[config.mk]
export PLATFORM = sky130hd
export DESIGN_NAME = scan_addr_recon
export DESIGN_NICKNAME = d
export VERILOG_FILES = /design/src/rtl/scanaddr_pkg.sv /design/src/rtl/scan_line_split.sv /design/src/rtl/scan_counter_derive.sv /design/src/rtl/display_addr_map.sv /design/src/rtl/scan_addr_recon.sv
export SDC_FILE = /design/constraint.sdc
export NUM_CORES = 1
export LEC_CHECK = 0
export BUFFER_PORTS_ARGS = -buffer_cell sky130_fd_sc_hd__clkbuf_2
export CAP_MARGIN = 15
export CELL_PAD_IN_SITES_DETAIL_PLACEMENT = 1
export CELL_PAD_IN_SITES_GLOBAL_PLACEMENT = 2
export CORE_MARGIN = 3
export CORE_UTILIZATION = 35
export DETAILED_ROUTE_END_ITERATION = 8
export GPL_ROUTABILITY_DRIVEN = 0
export HOLD_SLACK_MARGIN = 0.06
export PLACE_DENSITY_LB_ADDON = 0.08
export RECOVER_POWER = 50
export SYNTH_ARGS = -nofsm -noshare
export SYNTH_HDL_FRONTEND = slang
export SYNTH_SLANG_ARGS = --single-unit
[constraint.sdc]
create_clock -name clk -period 48.4 [get_ports clk]
set_input_delay 4.84 -clock clk [delete_from_list [all_inputs] [get_ports clk]]
set_output_delay 4.84 -clock clk [all_outputs]
set_load 0.02 [all_outputs]
[src/rtl/scanaddr_pkg.sv]
package scanaddr_pkg;
   localparam int unsigned DEF_CYC_W    = 15;
   localparam int unsigned DEF_LINE_CYC = 65;
   localparam int unsigned DEF_VCNT_W   = 9;
   localparam int unsigned DEF_ADDR_W   = 16;
   localparam int unsigned DEF_VBASE    = 250;
   localparam int unsigned DEF_SUM_K    = 13;

   typedef struct packed {
      logic text;
      logic hires;
      logic page2;
      logic store80;
   } disp_mode_t;
endpackage

[src/rtl/scan_line_split.sv]
module scan_line_split #(
   parameter int unsigned CYC_W    = 15,
   parameter int unsigned LINE_CYC = 65,
   localparam int unsigned TICK_W  = $clog2(LINE_CYC),
   localparam int unsigned REM_W   = TICK_W + 1
) (
   input  logic [CYC_W-1:0]  count_i,
   output logic [CYC_W-1:0]  line_o,
   output logic [TICK_W-1:0] tick_o
);
   logic [REM_W-1:0] rem_s [0:CYC_W];
   assign rem_s[0] = '0;

   // restoring long division by the constant line length, one stage per bit
   for (genvar g = 0; g < CYC_W; g++) begin : g_stage
      logic [REM_W-1:0] trial;
      logic             fits;
      assign trial = {rem_s[g][REM_W-2:0], count_i[CYC_W-1-g]};
      assign fits  = (trial >= REM_W'(LINE_CYC));
      assign line_o[CYC_W-1-g] = fits;
      assign rem_s[g+1] = fits ? (trial - REM_W'(LINE_CYC)) : trial;
   end

   assign tick_o = rem_s[CYC_W][TICK_W-1:0];
endmodule

[src/rtl/scan_counter_derive.sv]
module scan_counter_derive #(
   parameter int unsigned TICK_W = 7,
   parameter int unsigned VCNT_W = 9,
   parameter int unsigned VBASE  = 250
) (
   input  logic [TICK_W-1:0] tick_i,
   input  logic [VCNT_W-1:0] line_i,
   output logic [TICK_W-1:0] hcnt_o,
   output logic [VCNT_W-1:0] vcnt_o
);
   // horizontal counter sees zero on two consecutive ticks
   always_comb begin
      if (tick_i == '0) hcnt_o = '0;
      else              hcnt_o = tick_i - TICK_W'(1);
   end

   assign vcnt_o = line_i + VCNT_W'(VBASE);
endmodule

[src/rtl/display_addr_map.sv]
module display_addr_map
   import scanaddr_pkg::*;
#(
   parameter int unsigned ADDR_W = 16,
   parameter int unsigned SUM_K  = 13
) (
   input  logic [5:0]        hcnt_i,
   input  logic [7:0]        vcnt_i,
   input  disp_mode_t        mode_i,
   output logic [ADDR_W-1:0] addr_o
);
   logic [3:0] sum4;
   logic [3:0] vrow4;
   logic [9:0] base;
   logic       alt_page;
   logic       gfx_hi;

   assign vrow4    = {vcnt_i[7:6], vcnt_i[7:6]};
   assign sum4     = 4'(SUM_K) + {1'b0, hcnt_i[5:3]} + vrow4;
   assign base     = {vcnt_i[5:3], sum4, hcnt_i[2:0]};
   assign alt_page = mode_i.page2 && !mode_i.store80;
   assign gfx_hi   = !mode_i.text && mode_i.hires;

   always_comb begin
      addr_o = ADDR_W'(base);
      if (gfx_hi) begin
         addr_o[12:10] = vcnt_i[2:0];
         if (alt_page) addr_o[14] = 1'b1;
         else          addr_o[13] = 1'b1;
      end else begin
         if (alt_page) addr_o[11] = 1'b1;
         else          addr_o[10] = 1'b1;
      end
   end
endmodule

[src/rtl/scan_addr_recon.sv]
module scan_addr_recon
   import scanaddr_pkg::*;
#(
   parameter int unsigned CYC_W    = DEF_CYC_W,
   parameter int unsigned LINE_CYC = DEF_LINE_CYC,
   parameter int unsigned VCNT_W   = DEF_VCNT_W,
   parameter int unsigned ADDR_W   = DEF_ADDR_W,
   parameter int unsigned VBASE    = DEF_VBASE,
   parameter int unsigned SUM_K    = DEF_SUM_K,
   parameter bit          REG_OUT  = 1'b1
) (
   input  logic              clk,
   input  logic              rst_n,
   input  logic [CYC_W-1:0]  cyc_cnt_i,
   input  logic              mode_text_i,
   input  logic              mode_hires_i,
   input  logic              mode_page2_i,
   input  logic              mode_store80_i,
   input  logic              probe_i,
   output logic [ADDR_W-1:0] addr_o,
   output logic              rd_req_o
);
   localparam int unsigned TICK_W = $clog2(LINE_CYC);

   // elaboration-time parameter checks
   if (LINE_CYC < 2)       begin : g_bad_line  $error("LINE_CYC must be at least 2"); end
   if (TICK_W < 6)         begin : g_bad_tick  $error("line length too short for hcount bits"); end
   if (VCNT_W < 8)         begin : g_bad_vcnt  $error("VCNT_W must be at least 8"); end
   if (CYC_W < VCNT_W)     begin : g_bad_cyc   $error("CYC_W must cover VCNT_W"); end
   if (ADDR_W < 15)        begin : g_bad_addr  $error("ADDR_W must be at least 15"); end

   disp_mode_t              mode_w;
   logic [CYC_W-1:0]        line_w;
   logic [TICK_W-1:0]       tick_w;
   logic [TICK_W-1:0]       hcnt_w;
   logic [VCNT_W-1:0]       vcnt_w;
   logic [ADDR_W-1:0]       addr_c;

   assign mode_w = '{text: mode_text_i, hires: mode_hires_i,
                     page2: mode_page2_i, store80: mode_store80_i};

   scan_line_split #(.CYC_W(CYC_W), .LINE_CYC(LINE_CYC)) split_i (
      .count_i (cyc_cnt_i),
      .line_o  (line_w),
      .tick_o  (tick_w)
   );

   scan_counter_derive #(.TICK_W(TICK_W), .VCNT_W(VCNT_W), .VBASE(VBASE)) derive_i (
      .tick_i  (tick_w),
      .line_i  (line_w[VCNT_W-1:0]),
      .hcnt_o  (hcnt_w),
      .vcnt_o  (vcnt_w)
   );

   display_addr_map #(.ADDR_W(ADDR_W), .SUM_K(SUM_K)) map_i (
      .hcnt_i  (hcnt_w[5:0]),
      .vcnt_i  (vcnt_w[7:0]),
      .mode_i  (mode_w),
      .addr_o  (addr_c)
   );

   if (REG_OUT) begin : g_reg_out
      always_ff @(posedge clk) begin
         if (!rst_n) begin
            addr_o   <= '0;
            rd_req_o <= 1'b0;
         end else begin
            rd_req_o <= probe_i;
            if (probe_i) addr_o <= addr_c;
         end
      end

      // request follows the probe by exactly one cycle
      assert_req_follows_probe_R9: assert property (@(posedge clk) disable iff (!rst_n)
         probe_i |=> rd_req_o);
      assert_no_req_without_probe_R9: assert property (@(posedge clk) disable iff (!rst_n)
         !probe_i |=> !rd_req_o);
      assert_addr_hold_R9: assert property (@(posedge clk) disable iff (!rst_n)
         !probe_i |=> $stable(addr_o));
   end else begin : g_comb_out
      assign addr_o   = addr_c;
      assign rd_req_o = probe_i;
   end

   // quotient and remainder rebuild the count, remainder below line length
   assert_split_exact_R1: assert property (@(posedge clk) disable iff (!rst_n)
      ((32'(line_w) * LINE_CYC) + 32'(tick_w)) == 32'(cyc_cnt_i));
   assert_tick_range_R1: assert property (@(posedge clk) disable iff (!rst_n)
      32'(tick_w) < LINE_CYC);
   // horizontal counter never exceeds the tick and stays below line length minus one
   assert_hcnt_bound_R2: assert property (@(posedge clk) disable iff (!rst_n)
      (hcnt_w <= tick_w) && (32'(hcnt_w) < LINE_CYC - 1));
   // vertical counter minus the start offset gives back the line modulo 2^VCNT_W
   assert_vcnt_offset_R3: assert property (@(posedge clk) disable iff (!rst_n)
      (vcnt_w - VCNT_W'(VBASE)) == line_w[VCNT_W-1:0]);
   // every produced address lies in one of the display pages of main memory
   assert_page_window_R6: assert property (@(posedge clk) disable iff (!rst_n)
      (addr_c >= ADDR_W'(16'h0400)) && (addr_c < ADDR_W'(16'h6000)));
endmodule

==> metrics.md, run 1 <==
| Metric | Value |
|---|---|
| Most frequent CP cell | `ha_1` |
| Post-synthesis sequential area ratio | `7.97%` |
| Starting DRT DRC Count | `135` |
| Worst Max-Slew Pin Slew | `0.917 ns` |
| Max Cap Viol | `0` |
| Final WL | `12700 um` |
| Setup TNS | `0 ns` |
| Postcts setup bufs | `0` |
| Starting Density | `a little over a third` |
| Post-route ant nets | `0` |
| Post-synth top flop | `dfxtp_1` |
| Max IR drop VDD | `28.5 uV` |
| DR vias/cell | `6.02` |
| # nets final | `approximately 600` |
| Post-synth EDFFs | `0` |
| Worst Path Required | `48.53 ns` |
| Final Util | `39.6%` |
| Leakage dissipation | `1.64 nW` |
| Critical Path Sink Type | `register` |
| CTS root buffer | `clkbuf_16` |
| Synthesized area | `0.00402 mm^2` |
| Core area | `~0.011 mm^2` |
| Iteration count of the initial detailed-routing pass | `4` |
| Die H | `113 um` |
| Yosys Warn Count | `0` |
| CTS tree | `yes` |
| Syn Nets | `574` |
| Final Power | `0.000167 W` |
| Final Cycle Share | `44.3%` |
| Tmin final | `~21 ns` |
| Synth Area per Inst | `roughly 7.6 um^2` |
| Critical path's largest stage delay | `around 0.6 ns` |
| First-pass GRT wire length | `22000 um` |
| Yosys cell types | `101` |
| Die area | `0.0128 mm^2` |
| Hold Crit Class | `reg2reg` |
| Synth-to-Final Area Change | `8.69%` |
| Boundary Pins | `39` |
| Post-synth ARST share | `0%` |
| CP arrival | `21.56 ns` |
| Drc violations | `0` |
| Post-synth top area share | `7.97%` |
| GRT Util Overall | `20.1%` |
| Share of layout cells above drive strength 1 | `14.3%` |
| DPL Wire Length | `10500 um` |
| Max Fanout on Critical Path | `10` |
| Critical path class | `in2reg` |
| Via count | `~4200` |
| Synth area leader | `dfxtp_1` |
| Synthesized flop and latch total | `16` |
| Antenna violations before repair | `0` |
| Filler Cell Count | `between 1000 and 1500` |
| H-tree depth | `1` |
| Synth top area cells | `dfxtp_1 8.0%, ha_1 7.5%, xnor2_1 6.3%` |
| CTS sink count | `16` |
| Grt ovf | `0` |
| Clk Latency, worst-skew pair | `0.24 ns` |
| Compound-Gate Fraction of Synth Area | `35.9%` |
| Area share of xor/xnor cells in the synthesized design | `a little under a tenth` |
| Power Dens Cells | `38.2 mW/mm^2` |
| Status | `finished, final reports clean` |
| Setup Viol. Count Final | `0` |
| RSZ-0062 raised after global routing | `no` |
| Adder-cell area share of the yosys netlist | `7.97%` |
| Clock Skew | `0 ns` |
| Post-CTS resize count | `0` |
| Largest net degree at the start of global routing | `21` |
| Final slew viol count | `0` |
| Vias in the first global route | `4274` |
| Worst path slowest cell | `or4_1` |
| Die Wd | `113 um` |
| Slew HR | `around two fifths` |
| Mapped Cells | `between 500 and 600` |
| Mux cell area share after synthesis | `about 5.5%` |
| Cts bufs inserted | `3` |
| F_max | `46.7 MHz` |
| Post-Synth Simple-Gate Area | `slightly below 30%` |
| I/O Buffers | `37` |
| Reg clk slew, reported paths | `roughly 0.05 ns` |
| Final Hold Fails | `0` |
| Hold buffers post-CTS | `0` |
| WHS | `0.478 ns` |
| Clk buf depth | `2` |
| CP Launch Type | `input port` |
| Routed WL per cell | `roughly 18 um` |
| Largest family of logic cells by synthesized area | `compound AO/OA/AOI/OAI gates` |
| Rows | `38` |
| Ant. Diodes | `0` |
## per-stage QoR
| step | setup slack, ns | cell area [um^2] | instances |
|---|---|---|---|
| after floorplan | 29.66 | 4020 | 527 |
| after global placement | 27.34 | 4310 | 690 |
| after detailed placement | 26.89 | 4310 | 690 |
| after CTS | 27.05 | 4390 | 693 |
| after global routing | 25.33 | 4370 | 693 |
| final | 26.98 | 4370 | 693 |
## layout make-up
class | instances | area [um^2] | share of cell area (%)
flip-flops and latches | 16 | 320 | 7.33
inverters | 29 | 111 | 2.55
repair buffers | 37 | 166 | 3.81
multi-input cells | 468 | 3520 | 80.6
clock buffers | 3 | 75.1 | 1.72
well taps | 140 | 175 | 4.01
## cell families after synthesis
kind of cell	after synthesis
AND/OR/NAND/NOR	207
AO/OA/AOI/OAI	176
buffers and inverters	43
XOR/XNOR	39
adder cells (fa/ha/maj)	25
multiplexers	20
flip-flops	16
other	1
## worst max-delay path, delay by kind of cell
kind | cells | cell delay [ns]
AOI/OAI and AO/OA | 19 | 4.92
and+or+nand+nor | 17 | 4.10
adders and majority gates | 12 | 3.58
xor gates and xnor gates | 10 | 2.47
buffers and inverters | 9 | 1.11
muxes | 2 | 0.55
## cells in the final DEF (no fill, tap or decap), types with 4 or more instances in the layout
cell type	count
a211oi_1	6
dfxtp_1	16
o21ai_1	8
xnor2_1	29
o21ai_0	22
o211ai_1	16
a21boi_0	4
nand2b_1	6
nand4_1	7
a31oi_1	7
a21oi_1	24
and3_1	7
clkbuf_2	22
nor2_1	33
nand2_1	40
or3_1	5
or2_2	5
o21a_1	9
ha_1	24
nand3_1	22
nand3b_1	6
and2_1	5
nor3_1	23
o22ai_1	6
clkbuf_1	15
o211a_1	9
and4_1	4
xor2_1	7
mux2_2	8
inv_1	27
mux2i_1	11
nor2b_1	11
nor4_1	6
o31ai_1	5
## synth_stat cells, types with 3 or more instances
cell,number
a2111oi_2,3
a211oi_1,6
a21boi_0,4
a21oi_1,24
a21oi_2,3
a311oi_1,3
a31o_2,3
a31oi_1,7
a32o_1,3
and2_1,5
and3_1,7
and4_1,4
buf_2,3
buf_4,3
clkbuf_1,7
dfxtp_1,16
ha_1,24
inv_1,27
mux2_2,8
mux2i_1,11
nand2_1,40
nand2b_1,6
nand3_1,22
nand3b_1,6
nand4_1,7
nor2_1,33
nor2b_1,11
nor3_1,23
nor4_1,6
o211a_1,9
o211ai_1,16
o21a_1,9
o21ai_0,22
o21ai_1,8
o22ai_1,6
o31ai_1,5
or2_1,3
or2_2,5
or3_1,5
or4_1,3
xnor2_1,29
xor2_1,7
## layer usage
| metal | vias to the layer above | GRT usage, % | share of wire [%] |
|---|---|---|---|
| li1 | 2078 | - | - |
| met1 | 2020 | 28.6 | 50 |
| met2 | 68 | 33.6 | 47 |
| met3 | 6 | 2.46 | 3.3 |
| met5 | - | 0 | 0 |
| met4 | 0 | 1.84 | 0.59 |
## flip-flops by register name, indices dropped and copies added, names as in the netlist
signal,flops
addr_o,15
rd_req_o,1
## final timing paths
kind	startpoint	to	slack, ns	cells past startpoint
setup / recovery	cyc_cnt_i[13]	addr_o[6]	26.98	69
setup reg to reg	addr_o[2]	addr_o[2]	47.62	2
hold reg to reg	addr_o[13]	addr_o[13]	0.48	2
hold / removal	addr_o[13]	addr_o[13]	0.48	2
## report_power, final
group	total, W	internal, W	switching, W
registers	0.0000180	0.0000163	0.00000167
logic	0.000133	0.0000526	0.0000805
clock network	0.0000156	0.0000108	0.00000477
Power figures use the tool's default switching activity.
==> inputs of run 2 (changes only) <==
clock period = 20 ns   (was 48.4 ns; I/O delays follow)
==> run 2 against run 1 <==
Flip-flop and latch count did not move. Hold slack improved by 0.0021 ns. Wire length fell by 0.55%. Non-clock buffer count did not move. Critical path type unchanged. Critical endpoint unchanged.
==> metrics.md, run 2 (synthesized netlist as in run 1, its figures left out) <==
| Metric | Value |
|---|---|
| # nets final | `602 (unchanged)` |
| CTS tree | `yes` |
| Worst Path Required | `20.14 ns (-28.39 ns)` |
| Clk Latency, worst-skew pair | `0.25 ns (about the same)` |
| Cts bufs inserted | `3 (unchanged)` |
| CP Launch Type | `input port` |
| Most frequent CP cell | `ha_1` |
| Die area | `0.0128 mm^2 (unchanged)` |
| Biggest register | `addr_o` |
| Wl on met1 | `6340 um (+0.70%)` |
| RSZ-0062 raised after global routing | `no` |
| Starting DRT DRC Count | `176 (+30%)` |
| Final Cycle Share | `92.4%` |
| Final Util | `39.6% (about the same)` |
| Routed WL per cell | `18.2 um (-0.55%)` |
| Rows | `38 (unchanged)` |
| Max Cap Viol | `0 (unchanged)` |
| Filler Cell Count | `1419 (-1.5%)` |
| Starting Density | `36.4% (unchanged)` |
| First-pass GRT wire length | `21400 um (-2.6%)` |
| Postcts setup bufs | `0 (unchanged)` |
| Hold Crit Class | `reg2reg` |
| Drc violations | `0 (unchanged)` |
| I/O Buffers | `37 (unchanged)` |
| Iteration count of the initial detailed-routing pass | `4 (unchanged)` |
| Final slew viol count | `0 (unchanged)` |
| Met2 WL | `5820 um (-1.5%)` |
| Antenna violations before repair | `0 (unchanged)` |
| Met3 wire length | `401 um (-3.6%)` |
| GRT Util Overall | `19.7% (-0.41 points)` |
| FF/Latch Area | `320 um^2 (unchanged)` |
| Most common cell after layout, fill and taps aside | `nand2_1` |
| Reg clk slew, reported paths | `0.05 ns (about the same)` |
| Power Dens Cells | `93.2 mW/mm^2 (+140%)` |
| Tmin final | `18.47 ns` |
| Max Fanout on Critical Path | `10 (unchanged)` |
| Critical path class | `in2reg` |
| Top Metal Used | `met4` |
| Max IR drop VDD | `55.1 uV (+94%)` |
| Biggest regs | `addr_o x15, rd_req_o x1` |
| Worst Max-Slew Pin Slew | `0.797 ns (-0.120 ns)` |
| Final WL | `12600 um (-0.55%)` |
| Ant. Diodes | `0 (unchanged)` |
| Core area | `0.0110 mm^2 (unchanged)` |
| Hold buffers post-CTS | `0 (unchanged)` |
| DPL Wire Length | `10300 um (-2.1%)` |
| CP arrival | `18.61 ns (-2.95 ns)` |
| Post-CTS resize count | `0 (unchanged)` |
| Boundary Pins | `39 (unchanged)` |
| CTS root buffer | `clkbuf_16` |
| Synth-to-Final Area Change | `8.72% (about the same)` |
| Clk buf depth | `2 (unchanged)` |
| WHS | `0.481 ns (+0.00215 ns)` |
| Number of flip-flops under the largest register name | `15 (unchanged)` |
| Grt ovf | `0 (unchanged)` |
| Clock Skew | `0 ns (unchanged)` |
| Die Wd | `113 um (unchanged)` |
| Post-route ant nets | `0 (unchanged)` |
| Status | `finished, final reports clean` |
| F_max | `54.1 MHz` |
| Setup Viol. Count Final | `0 (unchanged)` |
| Worst path slowest cell | `or4_1` |
| H-tree depth | `1 (unchanged)` |
| CTS sink count | `16 (unchanged)` |
| Setup TNS | `0 ns (unchanged)` |
| Multi-input gate area | `0.00352 mm^2 (unchanged)` |
| Leakage dissipation | `1.64 nW (+0.18%)` |
| Slew HR | `46.4% (+7.6 points)` |
| Largest net degree at the start of global routing | `21 (unchanged)` |
| Critical Path Sink Type | `register` |
| Commonest non-fill, non-tap cells in the layout | `40 x nand2_1, 33 x nor2_1, 29 x xnor2_1, 27 x inv_1` |
| Via count | `4204 (+0.77%)` |
| DR vias/cell | `6.07 (+0.77%)` |
| Vias in the first global route | `4225 (-1.1%)` |
| Final Hold Fails | `0 (unchanged)` |
| Critical path's largest stage delay | `0.59 ns (about the same)` |
| Die H | `113 um (unchanged)` |
| Share of layout cells above drive strength 1 | `14.5% (+0.18 points)` |
==> run 2: cell types whose count changed in the layout (fill, tap and decap cells not counted) <==
cell      before  now
clkbuf_1      15   14
clkbuf_2      22   23
==> run 2: metrics by stage <==
stage | cells | power [W] | cell area [um^2] | setup slack (ns)
final | 693 | 0.000407 | 4370 | 1.53
after global routing | 693 | 0.000447 | 4370 | 0.0127
after detailed placement | 690 | 0.000370 | 4310 | 1.33
after floorplan | 527 | 0.000295 | 4020 | 4.10
after global placement | 690 | 0.000364 | 4310 | 1.68
after CTS | 693 | 0.000412 | 4390 | 1.50
==> run 2: critical path, delay by kind of cell <==
| kind | cells | cell delay, ns |
|---|---|---|
| AO/OA/AOI/OAI | 18 | 4.83 |
| XOR/XNOR | 10 | 2.50 |
| multiplexers | 2 | 0.44 |
| AND/OR/NAND/NOR | 18 | 4.14 |
| buffers and inverters | 9 | 1.10 |
| adder cells (fa/ha/maj) | 12 | 3.58 |
==> run 2: report_power, final <==
part	total [W]	switching [W]	leakage (nW)	internal (W)
clock network	0.0000390	0.0000127	0.0370	0.0000263
logic	0.000325	0.000198	1.48	0.000127
registers	0.0000434	0.00000394	0.132	0.0000395
==> run 2: worst paths after layout <==
check                           slack [ns]         to  cells after the start          start
worst max-delay path                  1.53  addr_o[6]                     69  cyc_cnt_i[13]
worst min-delay path                  0.48  addr_o[3]                      1      addr_o[3]
worst max register to register       19.25  addr_o[2]                      2      addr_o[2]
worst min register to register        0.48  addr_o[3]                      1      addr_o[3]
==> run 2: area by class of cell <==
class	count	area share, %
Timing Repair Buffer	37	3.84
Sequential cell	16	7.33
Clock buffer	3	1.72
Multi-Input combinational cell	468	80.6
Tap cell	140	4.01
Inverter	29	2.55
==> run 2: metal layers <==
| layer | GRT usage (%) | vias to the layer above |
|---|---|---|
| met5 | 0 | - |
| met4 | 2.48 | 0 |
| met3 | 2.09 | 9 |
| met2 | 32.9 | 61 |
| met1 | 28.0 | 2050 |
| li1 | - | 2084 |
==> inputs of run 3 (changes only) <==
clock period = 20.8 ns   (was 20 ns; I/O delays follow)
==> run 3 against run 2 <==
Combinational power fell by 4%. Wire length rose by 0.35%. First-iteration DRC count rose by 16%. Critical path type unchanged. Clock skew did not move. Critical path depth did not move. Setup slack improved by 0.58 ns. Non-clock buffer count did not move. Final cell count did not move. Sequential power fell by 3%. Largest power group unchanged. Via count fell by 0.59%. Flip-flop and latch count did not move.
==> metrics.md, run 3 (synthesized netlist as in run 1, its figures left out) <==
| Metric | Value |
|---|---|
| Final Cycle Share | `89.9%` |
| Most common cell after layout, fill and taps aside | `nand2_1` |
| Setup TNS | `0 ns (unchanged)` |
| Tmin final | `18.70 ns` |
| Clk buf depth | `2 (unchanged)` |
| Worst Setup SP | `cyc_cnt_i[13]` |
| DPL Wire Length | `10300 um (+0.11%)` |
| Share of layout cells above drive strength 1 | `14.3% (-0.18 points)` |
| Sequential Power Share | `10.8% (about the same)` |
| Synth-to-Final Area Change | `8.69% (about the same)` |
| Clk Latency, worst-skew pair | `0.25 ns (about the same)` |
| CTS sink count | `16 (unchanged)` |
| Die H | `113 um (unchanged)` |
| Critical Path Sink Type | `register` |
| # nets final | `602 (unchanged)` |
| Biggest regs | `addr_o x15, rd_req_o x1` |
| Via count | `4179 (-0.59%)` |
| Net Sw Frac | `52.5% (-0.11 points)` |
| H-tree depth | `1 (unchanged)` |
| Starting Density | `36.4% (unchanged)` |
| FF/Latch Area | `320 um^2 (unchanged)` |
| Reg clk slew, reported paths | `0.05 ns (about the same)` |
| Power Dens Cells | `89.6 mW/mm^2 (-3.8%)` |
| Antenna violations before repair | `0 (unchanged)` |
| GRT Util Overall | `19.8% (+0.16 points)` |
| Fin worst setup slack | `2.10 ns (+0.575 ns)` |
| Rows | `38 (unchanged)` |
| Starting DRT DRC Count | `205 (+16%)` |
| Filler Cell Count | `1395 (-1.7%)` |
| Reg2Reg Setup Slack | `20.03 ns (+0.78 ns)` |
| Biggest register | `addr_o` |
| Max IR drop VDD | `60.0 uV (+8.8%)` |
| End of the critical path | `addr_o[6]` |
| CP Launch Type | `input port` |
| Iteration count of the initial detailed-routing pass | `5 (+1)` |
| FF-to-FF path depth | `2 (unchanged)` |
| Worst path slowest cell | `or4_1` |
| Critical path depth | `69 (unchanged)` |
| RSZ-0062 raised after global routing | `no` |
| I/O Buffers | `37 (unchanged)` |
| Routed WL per cell | `18.3 um (+0.35%)` |
| Core area | `0.0110 mm^2 (unchanged)` |
| CTS root buffer | `clkbuf_16` |
| Max Fanout on Critical Path | `10 (unchanged)` |
| Worst r2r src | `addr_o[0]` |
| Capturing point of the worst reg2reg path | `addr_o[0]` |
| Status | `finished, final reports clean` |
| Grt ovf | `0 (unchanged)` |
| Final Hold Fails | `0 (unchanged)` |
| Multi-input gate area | `0.00352 mm^2 (unchanged)` |
| Cell family with most CP delay | `compound AO/OA/AOI/OAI gates` |
| DR vias/cell | `6.03 (-0.59%)` |
| Hold Crit Class | `reg2reg` |
| Worst path bufs/invs | `9 (unchanged)` |
| Ant. Diodes | `0 (unchanged)` |
| Post-CTS resize count | `0 (unchanged)` |
| Hold buffers post-CTS | `0 (unchanged)` |
| Critical path's largest stage delay | `0.58 ns (about the same)` |
| CTS tree | `yes` |
| Postcts setup bufs | `0 (unchanged)` |
| Pre-CTS setup slack | `1.96 ns (+0.627 ns)` |
| Leakage dissipation | `1.64 nW (-0.18%)` |
| Commonest non-fill, non-tap cells in the layout | `40 x nand2_1, 33 x nor2_1, 29 x xnor2_1, 27 x inv_1` |
| Number of flip-flops under the largest register name | `15 (unchanged)` |
| Final slew viol count | `0 (unchanged)` |
| Drc violations | `0 (unchanged)` |
| Worst Path Required | `20.94 ns (+0.80 ns)` |
| Cts bufs inserted | `3 (unchanged)` |
| First-pass GRT wire length | `21500 um (+0.26%)` |
| Share of total power in combinational logic | `79.7% (about the same)` |
| Power share of the clock group | `9.5% (about the same)` |
| Most frequent CP cell | `ha_1` |
| Clock Skew | `0 ns (unchanged)` |
| F_max | `roughly 53 MHz` |
| Max Cap Viol | `0 (unchanged)` |
| Boundary Pins | `39 (unchanged)` |
| Die area | `0.0128 mm^2 (unchanged)` |
| Setup Viol. Count Final | `0 (unchanged)` |
| Worst Max-Slew Pin Slew | `0.931 ns (+0.134 ns)` |
| Critical path class | `in2reg` |
| P_sw | `0.000205 W (-4.1%)` |
| Largest net degree at the start of global routing | `21 (unchanged)` |
| Final WL | `12700 um (+0.35%)` |
| Die Wd | `113 um (unchanged)` |
| Power Internal | `0.000186 W (-3.6%)` |
| CP arrival | `18.83 ns (+0.22 ns)` |
| Vias in the first global route | `4247 (+0.52%)` |
| Post-route ant nets | `0 (unchanged)` |
| Slew HR | `38.0% (-8.5 points)` |
run 3: cell types whose count changed in the layout (fill, tap and decap cells not counted):
cell	previous run	this run
clkbuf_1	14	15
clkbuf_2	23	22
run 3: worst min-delay path by stage:
stage | startpoint | slack, ns | end | cells past startpoint
after floorplan | addr_o[12] | 0.55 | addr_o[12] | 2
after global placement | addr_o[6] | 0.46 | addr_o[6] | 1
after detailed placement | addr_o[6] | 0.48 | addr_o[6] | 1
after CTS | addr_o[6] | 0.49 | addr_o[6] | 1
after global routing | addr_o[6] | 0.51 | addr_o[6] | 1
final | addr_o[6] | 0.48 | addr_o[6] | 1
run 3: cell type report:
type	count	share of cell area, %
inverter	29	2.55
clock buffer	3	1.72
multi-input combinational	468	80.6
tap	140	4.01
timing repair buffer	37	3.81
sequential	16	7.33
run 3: through the flow:
stage	hold slack [ns]	power, W	util [%]	instance area (um^2)	std cells
detailed placement	0.476	0.000356	39.1	4310	690
global placement	0.462	0.000350	39.1	4310	690
CTS	0.488	0.000395	39.8	4390	693
finish	0.481	0.000391	39.6	4370	693
floorplan	0.546	0.000284	-	4020	527
global route	0.511	0.000434	39.6	4370	693
run 3: worst reg2reg max path, delay by kind of cell (launching register included):
kind             cells  cell delay (ns)
flip-flops           1             0.31
AO/OA/AOI/OAI        1             0.24
AND/OR/NAND/NOR      1             0.12
run 3: layer usage:
metal | vias up | GRT usage (%) | wire length (um)
met3 | 15 | 2.19 | 383
met4 | 0 | 3.29 | 186
li1 | 2093 | - | -
met5 | - | 0 | 0
met2 | 76 | 32.7 | 5710
met1 | 1995 | 28.3 | 6390
run 3: power by group through the flow:
stage	Clock, W	Sequential (W)	Combinational (W)
2_1_floorplan	0	0.0000501	0.000234
6_report	0.0000372	0.0000422	0.000312
3_3_place_gp	0	0.0000427	0.000307
3_5_place_dp	0	0.0000428	0.000313
4_1_cts	0.0000380	0.0000425	0.000315
5_1_grt	0.0000396	0.0000432	0.000351
